`config.mk`:
```
export PLATFORM = sky130hd
export DESIGN_NAME = gpio_multiport
export DESIGN_NICKNAME = d
export VERILOG_FILES = /design/src/rtl/gpio_mp_pkg.sv /design/src/rtl/gpio_setclr_reg.sv /design/src/rtl/gpio_sync.sv /design/src/rtl/gpio_port.sv /design/src/rtl/gpio_multiport.sv
export SDC_FILE = /design/constraint.sdc
export NUM_CORES = 1
export LEC_CHECK = 0
export BUFFER_PORTS_ARGS = -buffer_cell sky130_fd_sc_hd__buf_2
export CAP_MARGIN = 20
export CORE_MARGIN = 2
export CORE_UTILIZATION = 55
export CTS_BUF_LIST = sky130_fd_sc_hd__clkbuf_8
export DETAILED_ROUTE_END_ITERATION = 8
export GPL_ROUTABILITY_DRIVEN = 0
export PLACE_DENSITY = 0.81
export SYNTH_ARGS = -nofsm -noshare
export SYNTH_HDL_FRONTEND = slang
export SYNTH_HIERARCHICAL = 1
export SYNTH_SLANG_ARGS = --single-unit
```
`constraint.sdc`:
```
create_clock -name clk_i -period 2.6 [get_ports clk_i]
set_clock_uncertainty 0.2 [all_clocks]
set_input_delay 0.52 -clock clk_i [delete_from_list [all_inputs] [get_ports clk_i]]
set_output_delay 0.52 -clock clk_i [all_outputs]
set_load 0.1 [all_outputs]
```
`src/rtl/gpio_mp_pkg.sv`:
```
`timescale 1ns/1ps
package gpio_mp_pkg;
  localparam int unsigned AW   = 8;
  localparam int unsigned DW   = 32;
  localparam int unsigned PA_W = 8;
  localparam int unsigned PB_W = 24;
  localparam int unsigned PC_W = 13;
  localparam int unsigned XB_W = 6;
  localparam int unsigned XI_W = 28;
  localparam int unsigned XO_W = 24;
  localparam int unsigned XB_LSB = 25;
  localparam int unsigned XB_IN_LO = 10;
  localparam int unsigned XB_IN_HI_BIT = 24;

  // regular port block offsets
  localparam logic [AW-1:0] OFS_IN   = 8'h00;
  localparam logic [AW-1:0] OFS_OSET = 8'h04;
  localparam logic [AW-1:0] OFS_OCLR = 8'h08;
  localparam logic [AW-1:0] OFS_OST  = 8'h0C;
  localparam logic [AW-1:0] OFS_DSET = 8'h10;
  localparam logic [AW-1:0] OFS_DCLR = 8'h14;
  localparam logic [AW-1:0] OFS_DST  = 8'h18;
  localparam logic [AW-1:0] PA_BASE  = 8'h40;
  localparam logic [AW-1:0] PB_BASE  = 8'h60;

  // mixed / 13-pin shared block
  localparam logic [AW-1:0] X_IN   = 8'h00;
  localparam logic [AW-1:0] X_OSET = 8'h04;
  localparam logic [AW-1:0] X_OCLR = 8'h08;
  localparam logic [AW-1:0] X_OST  = 8'h0C;
  localparam logic [AW-1:0] C_DSET = 8'h10;
  localparam logic [AW-1:0] C_DCLR = 8'h14;
  localparam logic [AW-1:0] C_DST  = 8'h18;
  localparam logic [AW-1:0] C_IN   = 8'h1C;
  localparam logic [AW-1:0] C_OSET = 8'h20;
  localparam logic [AW-1:0] C_OCLR = 8'h24;
  localparam logic [AW-1:0] C_MSET = 8'h28;
  localparam logic [AW-1:0] C_MCLR = 8'h2C;
  localparam logic [AW-1:0] C_MST  = 8'h30;
endpackage

```
`src/rtl/gpio_setclr_reg.sv`:
```
`timescale 1ns/1ps
module gpio_setclr_reg #(
  parameter int unsigned W = 8
) (
  input  logic         clk_i,
  input  logic         rst_ni,
  input  logic [W-1:0] set_i,
  input  logic [W-1:0] clr_i,
  output logic [W-1:0] q_o
);
  always_ff @(posedge clk_i or negedge rst_ni) begin
    if (!rst_ni) q_o <= '0;
    else         q_o <= (q_o & ~clr_i) | set_i;  // set wins
  end

  p_set_r2: assert property (@(posedge clk_i) disable iff (!rst_ni)
    (|set_i) |=> ((q_o & $past(set_i)) == $past(set_i)));
  p_clr_r3: assert property (@(posedge clk_i) disable iff (!rst_ni)
    (|(clr_i & ~set_i)) |=> ((q_o & $past(clr_i & ~set_i)) == '0));
  p_hold_r2: assert property (@(posedge clk_i) disable iff (!rst_ni)
    (!(|set_i) && !(|clr_i)) |=> $stable(q_o));
endmodule

```
`src/rtl/gpio_sync.sv`:
```
`timescale 1ns/1ps
module gpio_sync #(
  parameter int unsigned W = 8
) (
  input  logic         clk_i,
  input  logic         rst_ni,
  input  logic [W-1:0] d_i,
  output logic [W-1:0] q_o
);
  logic [W-1:0] meta_q;
  always_ff @(posedge clk_i or negedge rst_ni) begin
    if (!rst_ni) begin
      meta_q <= '0;
      q_o    <= '0;
    end else begin
      meta_q <= d_i;
      q_o    <= meta_q;
    end
  end
endmodule

```
`src/rtl/gpio_port.sv`:
```
`timescale 1ns/1ps
module gpio_port
  import gpio_mp_pkg::*;
#(
  parameter int unsigned    W    = 8,
  parameter logic [AW-1:0]  BASE = 8'h40
) (
  input  logic          clk_i,
  input  logic          rst_ni,
  input  logic [AW-1:0] addr_i,
  input  logic          we_i,
  input  logic [DW-1:0] wdata_i,
  input  logic [W-1:0]  pin_i,
  output logic [W-1:0]  out_o,
  output logic [W-1:0]  oe_o,
  output logic [DW-1:0] rdata_o
);
  localparam int unsigned PAD = DW - W;

  logic [W-1:0] wd, in_s, oset, oclr, dset, dclr;
  assign wd = wdata_i[W-1:0];

  always_comb begin
    oset = '0; oclr = '0; dset = '0; dclr = '0;
    if (we_i) begin
      if (addr_i == BASE + OFS_OSET) oset = wd;
      if (addr_i == BASE + OFS_OCLR) oclr = wd;
      if (addr_i == BASE + OFS_DSET) dset = wd;
      if (addr_i == BASE + OFS_DCLR) dclr = wd;
    end
  end

  gpio_setclr_reg #(.W(W)) u_out (
    .clk_i, .rst_ni, .set_i(oset), .clr_i(oclr), .q_o(out_o));
  gpio_setclr_reg #(.W(W)) u_dir (
    .clk_i, .rst_ni, .set_i(dset), .clr_i(dclr), .q_o(oe_o));
  gpio_sync #(.W(W)) u_sync (
    .clk_i, .rst_ni, .d_i(pin_i), .q_o(in_s));

  always_comb begin
    rdata_o = '0;
    if (addr_i == BASE + OFS_IN)  rdata_o = {{PAD{1'b0}}, in_s};
    if (addr_i == BASE + OFS_OST) rdata_o = {{PAD{1'b0}}, out_o};
    if (addr_i == BASE + OFS_DST) rdata_o = {{PAD{1'b0}}, oe_o};
  end

  if (W < DW) begin : g_unused
    logic unused_wd;
    assign unused_wd = ^wdata_i[DW-1:W];
  end
endmodule

```
`src/rtl/gpio_multiport.sv`:
```
`timescale 1ns/1ps
module gpio_multiport
  import gpio_mp_pkg::*;
(
  input  logic            clk_i,
  input  logic            rst_ni,
  input  logic [AW-1:0]   addr_i,
  input  logic            we_i,
  input  logic [DW-1:0]   wdata_i,
  output logic [DW-1:0]   rdata_o,
  input  logic [PA_W-1:0] pa_in_i,
  output logic [PA_W-1:0] pa_out_o,
  output logic [PA_W-1:0] pa_oe_o,
  input  logic [PB_W-1:0] pb_in_i,
  output logic [PB_W-1:0] pb_out_o,
  output logic [PB_W-1:0] pb_oe_o,
  input  logic [PC_W-1:0] pc_in_i,
  output logic [PC_W-1:0] pc_out_o,
  output logic [PC_W-1:0] pc_oe_o,
  output logic [PC_W-1:0] pc_mux_o,
  input  logic [XB_W-1:0] xb_in_i,
  output logic [XB_W-1:0] xb_out_o,
  output logic [XB_W-1:0] xb_oe_o,
  input  logic [XI_W-1:0] xi_in_i,
  output logic [XO_W-1:0] xo_out_o
);
  localparam int unsigned XI_USED = 22;

  logic [DW-1:0] pa_rd, pb_rd, x_rd;

  gpio_port #(.W(PA_W), .BASE(PA_BASE)) u_pa (
    .clk_i, .rst_ni, .addr_i, .we_i, .wdata_i, .pin_i(pa_in_i),
    .out_o(pa_out_o), .oe_o(pa_oe_o), .rdata_o(pa_rd));
  gpio_port #(.W(PB_W), .BASE(PB_BASE)) u_pb (
    .clk_i, .rst_ni, .addr_i, .we_i, .wdata_i, .pin_i(pb_in_i),
    .out_o(pb_out_o), .oe_o(pb_oe_o), .rdata_o(pb_rd));

  // shared 13-pin / mixed block strobes
  logic [PC_W-1:0] c_oset, c_oclr, c_dset, c_dclr, c_mset, c_mclr;
  logic [XB_W-1:0] xb_oset, xb_oclr, xb_dset, xb_dclr;
  logic [XO_W-1:0] xo_set, xo_clr;

  always_comb begin
    c_oset = '0; c_oclr = '0; c_dset = '0; c_dclr = '0; c_mset = '0; c_mclr = '0;
    xb_oset = '0; xb_oclr = '0; xb_dset = '0; xb_dclr = '0;
    xo_set = '0; xo_clr = '0;
    if (we_i) begin
      unique case (addr_i)
        X_OSET: begin
          xo_set  = wdata_i[XO_W-1:0];
          xb_oset = wdata_i[XB_LSB +: XB_W];
        end
        X_OCLR: begin
          xo_clr  = wdata_i[XO_W-1:0];
          xb_oclr = wdata_i[XB_LSB +: XB_W];
        end
        C_DSET: begin
          c_dset  = wdata_i[PC_W-1:0];
          xb_dset = wdata_i[XB_LSB +: XB_W];
        end
        C_DCLR: begin
          c_dclr  = wdata_i[PC_W-1:0];
          xb_dclr = wdata_i[XB_LSB +: XB_W];
        end
        C_OSET: c_oset = wdata_i[PC_W-1:0];
        C_OCLR: c_oclr = wdata_i[PC_W-1:0];
        C_MSET: c_mset = wdata_i[PC_W-1:0];
        C_MCLR: c_mclr = wdata_i[PC_W-1:0];
        default: ;
      endcase
    end
  end

  gpio_setclr_reg #(.W(PC_W)) u_pc_out (
    .clk_i, .rst_ni, .set_i(c_oset), .clr_i(c_oclr), .q_o(pc_out_o));
  gpio_setclr_reg #(.W(PC_W)) u_pc_dir (
    .clk_i, .rst_ni, .set_i(c_dset), .clr_i(c_dclr), .q_o(pc_oe_o));
  gpio_setclr_reg #(.W(PC_W)) u_pc_mux (
    .clk_i, .rst_ni, .set_i(c_mset), .clr_i(c_mclr), .q_o(pc_mux_o));
  gpio_setclr_reg #(.W(XB_W)) u_xb_out (
    .clk_i, .rst_ni, .set_i(xb_oset), .clr_i(xb_oclr), .q_o(xb_out_o));
  gpio_setclr_reg #(.W(XB_W)) u_xb_dir (
    .clk_i, .rst_ni, .set_i(xb_dset), .clr_i(xb_dclr), .q_o(xb_oe_o));
  gpio_setclr_reg #(.W(XO_W)) u_xo_out (
    .clk_i, .rst_ni, .set_i(xo_set), .clr_i(xo_clr), .q_o(xo_out_o));

  // input synchronizers; input-only bits 10..14 and 24 have no read position
  logic [PC_W-1:0]    pc_s;
  logic [XB_W-1:0]    xb_s;
  logic [XI_USED-1:0] xi_used, xi_s;
  logic               unused_xi;
  assign xi_used   = {xi_in_i[27:25], xi_in_i[23:15], xi_in_i[9:0]};
  assign unused_xi = ^{xi_in_i[14:10], xi_in_i[24]};

  gpio_sync #(.W(PC_W))    u_pc_sync (.clk_i, .rst_ni, .d_i(pc_in_i), .q_o(pc_s));
  gpio_sync #(.W(XB_W))    u_xb_sync (.clk_i, .rst_ni, .d_i(xb_in_i), .q_o(xb_s));
  gpio_sync #(.W(XI_USED)) u_xi_sync (.clk_i, .rst_ni, .d_i(xi_used), .q_o(xi_s));

  always_comb begin
    x_rd = '0;
    unique case (addr_i)
      X_IN:  x_rd = {4'b0, xi_s[21:19], xb_s[5], xi_s[18:10], xb_s[4:0], xi_s[9:0]};
      X_OST: x_rd = {1'b0, xb_out_o, 1'b0, xo_out_o};
      C_DST: x_rd = {1'b0, xb_oe_o, 12'b0, pc_oe_o};
      C_IN:  x_rd = {{(DW-PC_W){1'b0}}, pc_s};
      C_MST: x_rd = {{(DW-PC_W){1'b0}}, pc_mux_o};
      default: ;
    endcase
  end

  assign rdata_o = pa_rd | pb_rd | x_rd;

  p_unmapped_zero_r11: assert property (@(posedge clk_i) disable iff (!rst_ni)
    (addr_i >= 8'h80) |-> (rdata_o == '0));
  p_xo_set_r9: assert property (@(posedge clk_i) disable iff (!rst_ni)
    (we_i && addr_i == X_OSET) |=>
      ((xo_out_o & $past(wdata_i[XO_W-1:0])) == $past(wdata_i[XO_W-1:0])));
  p_xb_dir_r7: assert property (@(posedge clk_i) disable iff (!rst_ni)
    (we_i && addr_i == C_DSET) |=>
      ((xb_oe_o & $past(wdata_i[XB_LSB +: XB_W])) == $past(wdata_i[XB_LSB +: XB_W])));
endmodule

```
### After elaboration in Yosys (flattened, before gate mapping)

Index checks and enable logic that the tools add are counted.

| word-level totals | value |
|---|---|
| flip-flop bits (word level) | 285 |
| bits of input ports | 122 |
| word-level logic and storage cells | 126 |

| cells by class | value |
|---|---|
| eq/ne operators | 26 |
| muxes and demuxes | 47 |
| bitwise gates (word level) | 32 |
| reduce and logical (&&, ||, !) cells | 1 |

Operators by type and width:

| cell | number |
|---|---|
| 24-bit 2-to-1 mux | 15 |
| 13-bit 2-to-1 mux | 12 |
| 31-bit one-hot mux with 5 select lines | 1 |
| 8-bit by 7-bit equality test with 1-bit output, second input constant | 14 |
| 8-bit 2-to-1 mux | 11 |
| 24-bit AND | 3 |
| 24-bit NOT | 3 |
| 24-bit OR | 3 |
| 32-bit OR | 2 |
| 6-bit 2-to-1 mux | 8 |
| 8-bit by 6-bit equality test with 1-bit output, second input constant | 5 |
| 13-bit AND | 3 |
| 13-bit NOT | 3 |
| 13-bit OR | 3 |
| 8-bit by 5-bit equality test with 1-bit output, second input constant | 4 |
| 8-bit AND | 2 |
| 8-bit by 4-bit equality test with 1-bit output, second input constant | 2 |
| 8-bit NOT | 2 |
| 8-bit OR | 2 |
| 6-bit AND | 2 |
| 6-bit NOT | 2 |
| 6-bit OR | 2 |
| 8-bit by 3-bit equality test with 1-bit output, second input constant | 1 |
| 8-bit zero test | 1 |

### Depth between registers and ports, before layout

| logic depth | value |
|---|---|
| depth after elaboration | 6 |
| gate-level depth with buffers | 8 |
| mapped depth without buffers | 5 |

### Hierarchy

The synthesis kept the hierarchy.

By module, submodules not included:

| module | times used | cells an instance | area each (µm²) | seq. area each (µm²) |
|---|---|---|---|---|
| gpio_setclr_reg (u_pb.u_dir ...) | 3 | 72 | 870.8 | 600.6 |
| gpio_multiport | 1 | 367 | 2019.4 | 0.0 |
| gpio_setclr_reg (u_pc_dir ...) | 3 | 39 | 471.7 | 325.3 |
| gpio_port (u_pb) | 1 | 211 | 1298.7 | 0.0 |
| gpio_sync (u_pb.u_sync) | 1 | 48 | 1201.2 | 1201.2 |
| gpio_sync (u_xi_sync) | 1 | 44 | 1101.1 | 1101.1 |
| gpio_sync (u_pc_sync) | 1 | 26 | 650.6 | 650.6 |
| gpio_port (u_pa) | 1 | 98 | 610.6 | 0.0 |
| gpio_setclr_reg (u_pa.u_dir ...) | 2 | 24 | 290.3 | 200.2 |
| gpio_setclr_reg (u_xb_dir ...) | 2 | 18 | 217.7 | 150.1 |
| gpio_sync (u_pa.u_sync) | 1 | 16 | 400.4 | 400.4 |
| gpio_sync (u_xb_sync) | 1 | 12 | 300.3 | 300.3 |

### Worst setup path before layout

OpenSTA, ideal clock, no wires.

| path | value |
|---|---|
| path type | input-to-output |
| start point | in addr_i[2] |
| end point | out rdata_o[27] |
| arrival time | 2.617 ns |
| required time | 1.880 ns |
| setup slack | -0.737 ns |
| cell stages on the path | 4 |
| path buffers | 1 |
| cells stage by stage | buf_2 > nor4_4 > a22oi_1 > o21ai_1 |

| on the way | value |
|---|---|
| longest elaborated chain between the ends | 3 |
| elaborated cells between the ends (all ways) | 7 |
| classes of those cells | eq/ne: 4; mux: 1; bitwise: 1; reduce/logical: 1 |

Ends and longest elaborated chain:

| element | line | source |
|---|---|---|
| start, declared | gpio_multiport.sv:7 | `input logic [AW-1:0] addr_i,` |
| 8-bit by 6-bit equality test with 1-bit output (tied with other cells) | gpio_multiport.sv:101 | `unique case (addr_i)` |
| 31-bit one-hot mux with 5 select lines (*) | gpio_multiport.sv:101 |  |
| 32-bit OR (*) | gpio_multiport.sv:111 | `assign rdata_o = pa_rd \| pb_rd \| x_rd;` |
| end, declared | gpio_multiport.sv:10 | `output logic [DW-1:0] rdata_o,` |

Every way passes the cells marked *; elsewhere a longest branch is shown, timed or not.

### Worst setup path after layout

| path | value |
|---|---|
| start point | in addr_i[4] |
| end point | out rdata_o[3] |

| on the way | value |
|---|---|
| longest elaborated chain between the ends | 6 |
| elaborated cells between the ends (all ways) | 20 |
| classes of those cells | eq/ne: 10; mux: 7; bitwise: 2; reduce/logical: 1 |

Ends and longest elaborated chain:

| element | line | source |
|---|---|---|
| 8-bit by 7-bit equality test with 1-bit output | gpio_port.sv:42 | `if (addr_i == BASE + OFS_IN) rdata_o = {{PAD{1'b0}}, in_s};` |
| 8-bit 2-to-1 mux | gpio_port.sv:42 |  |
| 8-bit 2-to-1 mux | gpio_port.sv:43 | `if (addr_i == BASE + OFS_OST) rdata_o = {{PAD{1'b0}}, out_o};` |
| 8-bit 2-to-1 mux (*) | gpio_port.sv:44 | `if (addr_i == BASE + OFS_DST) rdata_o = {{PAD{1'b0}}, oe_o};` |
| named net pa_rd[3] | gpio_multiport.sv:29 | `logic [DW-1:0] pa_rd, pb_rd, x_rd;` |
| 32-bit OR (*) (2 in a row) | gpio_multiport.sv:111 |  |

The timed path passes the listed nets; every way through them passes the cells marked *.

==> results_tabular.tex <==
\begin{tabular}{lr}
\hline
Metric & Value \\
\hline
\multicolumn{2}{l}{\textbf{Power and ir drop}} \\
LEAKAGE & a little under 10 nW \\
Share of power burned in combinational logic & around a fifth \\
Largest voltage drop on the vdd net & 0.453 mV \\
Fraction of power spent switching nets & 32.5\% \\
Cell Pwr Density & $\sim$590 nW/um\^{}2 \\
Cell internal power dissipation & roughly 7.6 mW \\
Switching power & between 3 and 4 mW \\
Tot Pwr & between 10 and 15 mW \\
Share of power burned in the clock network & a little under two fifths \\
Sequential power share & a little over two fifths \\
\multicolumn{2}{l}{\textbf{Setup path}} \\
Crit. End Element & primary output \\
Highest fanout seen on the critical path & 5 \\
Worst R2R Path Depth & 2 \\
Critical path data required time & around 1.9 ns \\
Type of the worst setup path & input port to primary output \\
Data arrival time of the critical path & 2.29 ns \\
Critical Path Start Type & input port \\
\multicolumn{2}{l}{\textbf{Floorplanning}} \\
Core box area & about 23000 um\^{}2 \\
Row count & 55 \\
Area of the die & 24200 um\^{}2 \\
Width of the die & between 150 and 200 um \\
Effective utilization at floorplan & between 50 and 60\% \\
Height of the die & about 160 um \\
Count of pins on the block boundary & $\sim$300 \\
\multicolumn{2}{l}{\textbf{Drt}} \\
Post-DR vias/cell & around 5.9 \\
Number of design-rule violations left by the first detailed-router iteration & around 1400 \\
Total DRC errors in the routed layout & 0 \\
Routed wire length & around 48000 um \\
Via count & approximately 12000 \\
Routed length per instance & about 23 um \\
DRT antenna net count & 0 \\
Number of detailed-routing iterations run before antenna repair & 8 \\
\multicolumn{2}{l}{\textbf{Global routing}} \\
Grt met1 use & a little over two fifths \\
Routing usage on met2 & between 50\% and 60\% \\
Via count of the first global-routing pass & about 12000 \\
Global route total overflow & 0 \\
First-pass GRT wire length & 67000 um \\
Initial antenna violation count & 7 \\
Routing layer with the top usage in global route & met2 \\
Maximum number of pins on one net before global-route repair & 70 \\
Combined global-route utilization of all metal layers & between 30 and 40\% \\
GR Layer Usage met3 & 10.7\% \\
\multicolumn{2}{l}{\textbf{STA}} \\
Unrepaired setup endpoints after global routing & true \\
Minimum period implied by the final worst setup slack & 3.01 ns \\
Worst-margin pin slew & 0.578 ns \\
Setup violations, final & 31 \\
Period Utilization, post-route & 116\% \\
Worst-case headroom to the max-slew limit & about three fifths \\
Final Hold Vio Count & 0 \\
Highest Clock Rate & approximately 0.33 GHz \\
Sum Neg Setup Slack & -5.63 ns \\
Final Max Tran Viols & 0 \\
Worst hold slack after final layout & 0.118 ns \\
Worst setup slack after layout & -0.412 ns \\
\multicolumn{2}{l}{\textbf{Clock network}} \\
TritonCTS clock tree & built \\
Number of clock buffers inserted by TritonCTS & 47 \\
Clock Tree Buf Depth & 3 \\
Number of sinks handled by clock tree synthesis & approximately 290 \\
Root Buffer & clkbuf\_8 \\
Maximum level of the CTS H-tree & 2 \\
Clock latency reported for the late side of the worst-skew pair & between 0.6 and 0.7 ns \\
Clk pin slew, worst setup/hold paths & around 0.060 ns \\
\multicolumn{2}{l}{\textbf{Place}} \\
Setup slack at placement & -0.312 ns \\
Number of buffers inserted by port buffering & around 280 \\
Half-perimeter wire length after placement & around 26000 um \\
\multicolumn{2}{l}{\textbf{Logic synthesis}} \\
Number of synthesized register bits & 285 \\
Synth warnings & 6 \\
Cell area after technology mapping & 12600 um\^{}2 \\
Portion of the post-synthesis area used by sequential elements & between 50 and 60\% \\
Dominant synthesized flop cell & dfrtp\_1 \\
Count of flip-flops with a built-in enable after synthesis & 0 \\
Post-synth cell types & 46 \\
Cell count after synthesis & 1239 \\
Share of async-settable or async-resettable flops after synthesis & 100\% \\
Post-synthesis area per instance & 10.2 um\^{}2 \\
\multicolumn{2}{l}{\textbf{Finish}} \\
Leading cell types in the layout, fill and taps excluded & dfrtp\_1 (285), nor2\_1 (259), buf\_2 (243) \\
Final Net Count & $\sim$1800 \\
Number of fill cells & 1093 \\
Commonest non-fill, non-tap cell in the layout & dfrtp\_1 \\
Proportion of layout cells with a drive suffix above 1 & 38.1\% \\
Area Overhead vs Synth & 49.9\% \\
Area of the multi-input gates & 5720 um\^{}2 \\
Register area & between 7000 and 8000 um\^{}2 \\
\multicolumn{2}{l}{\textbf{Outcome}} \\
Violated checks & setup timing \\
Outcome & finished with violations \\
\multicolumn{2}{l}{\textbf{Worst hold path}} \\
Min-Delay Path Depth & 4 \\
Worst hold path type & input port to flip-flop \\
\multicolumn{2}{l}{\textbf{Run}} \\
Max-cap check violation count & 0 \\
\hline
\end{tabular}
## registers in the layout, summed over array words and instances, names as in the netlist, 22 cells and up
| name | cells |
|---|---|
| u_pb/u_dir/q_o | 24 |
| u_pb/u_out/q_o | 24 |
| u_pb/u_sync/meta_q | 24 |
| u_pb/u_sync/q_o | 24 |
| u_xo_out/q_o | 24 |
| u_xi_sync/meta_q | 22 |
| u_xi_sync/q_o | 22 |
## kinds of logic (layout without fill, tap and decap cells)
group,Yosys count,after routing,share of synthesized area (%)
AND/OR/NAND/NOR,452,452,17.9
flip-flops,285,285,56.5
other,2,38,0.0595
multiplexers,13,13,1.16
AO/OA/AOI/OAI,254,254,15.9
buffers and inverters,233,711,8.52
## cells in the mapped netlist, drive strengths merged, types with 4 or more instances
cell type  number  area [um^2]
nand3          31          168
inv           143          537
a311oi         14          123
o211ai         13         97.6
a221o          13          130
nor2          282         1210
a22oi          33          248
nor3b          14          105
and2            4         25.0
dfrtp         285         7130
buf            55          408
clkbuf         35          131
o2bb2ai        32          280
nor3            5         40.0
nand2          69          267
a21o          142         1070
and3           13         81.3
or2            14         87.6
nor4b           6          116
mux2           13          146
## power by group through the flow
stage	clock (mW)	combinational, mW	sequential, mW
6_report	4.28	2.13	4.81
5_1_grt	4.50	2.19	4.83
4_1_cts	4.22	2.03	4.79
3_5_place_dp	0	1.86	4.86
3_3_place_gp	0	1.84	4.85
2_1_floorplan	0	0.542	5.59
## stage by stage
step                cells  utilization [%]  cell area (um^2)
floorplan            1269                -             13200
global placement     1823             69.5             15700
detailed placement   1823             69.5             15700
CTS                  2009             81.8             18500
global route         2038             83.9             18900
finish               2038             83.9             18900
## metal layers
layer / share of wire, % / wire length (um)
met4: 6.5 / 3100
met3: 11 / 5050
met1: 35 / 16600
met5: 0.025 / 12
met2: 48 / 23100
## cell type report
cell class / instances / area share [%]
Antenna cell: 6 / 0.0793
Inverter: 143 / 2.84
Multi-Input combinational cell: 751 / 30.2
Timing Repair Buffer: 483 / 22.0
Sequential cell: 285 / 37.7
Clock inverter: 27 / 1.13
Clock buffer: 58 / 4.22
Tap cell: 285 / 1.88
## timing repair
item | in CTS | in global routing
gates cloned | 6 | 1
buffers inserted | 28 | 28
endpoints found under the hold margin | 136 | 0
pin swaps | 37 | 44
resized for setup | 122 | 54
hold buffers | 74 | 0
endpoints found under the setup margin | 31 | 31
## path summary, 6_finish.rpt
kind                                           start                    end  slack [ns]
worst max register to register     u_pa/u_out/q_o[7]      u_pa/u_out/q_o[7]        1.57
worst min register to register  u_xi_sync/meta_q[12]      u_xi_sync/q_o[12]        0.14
worst min-delay path                     wdata_i[13]       u_xo_out/q_o[13]        0.12
min in group asynchronous                     rst_ni      u_xi_sync/q_o[12]        0.30
worst max-delay path                       addr_i[4]             rdata_o[3]       -0.41
max in group asynchronous                     rst_ni  u_pb/u_sync/meta_q[2]        1.04
## worst max-delay path: stages
cell	delay, ns
buf_8	0.11
buf_4	0.15
nor4b_4	0.31
nand2_1	0.19
buf_6	0.18
o2bb2ai_1	0.33
a311oi_2	0.15
nand3_4	0.16
buf_12	0.18
Power figures use the tool's default switching activity.
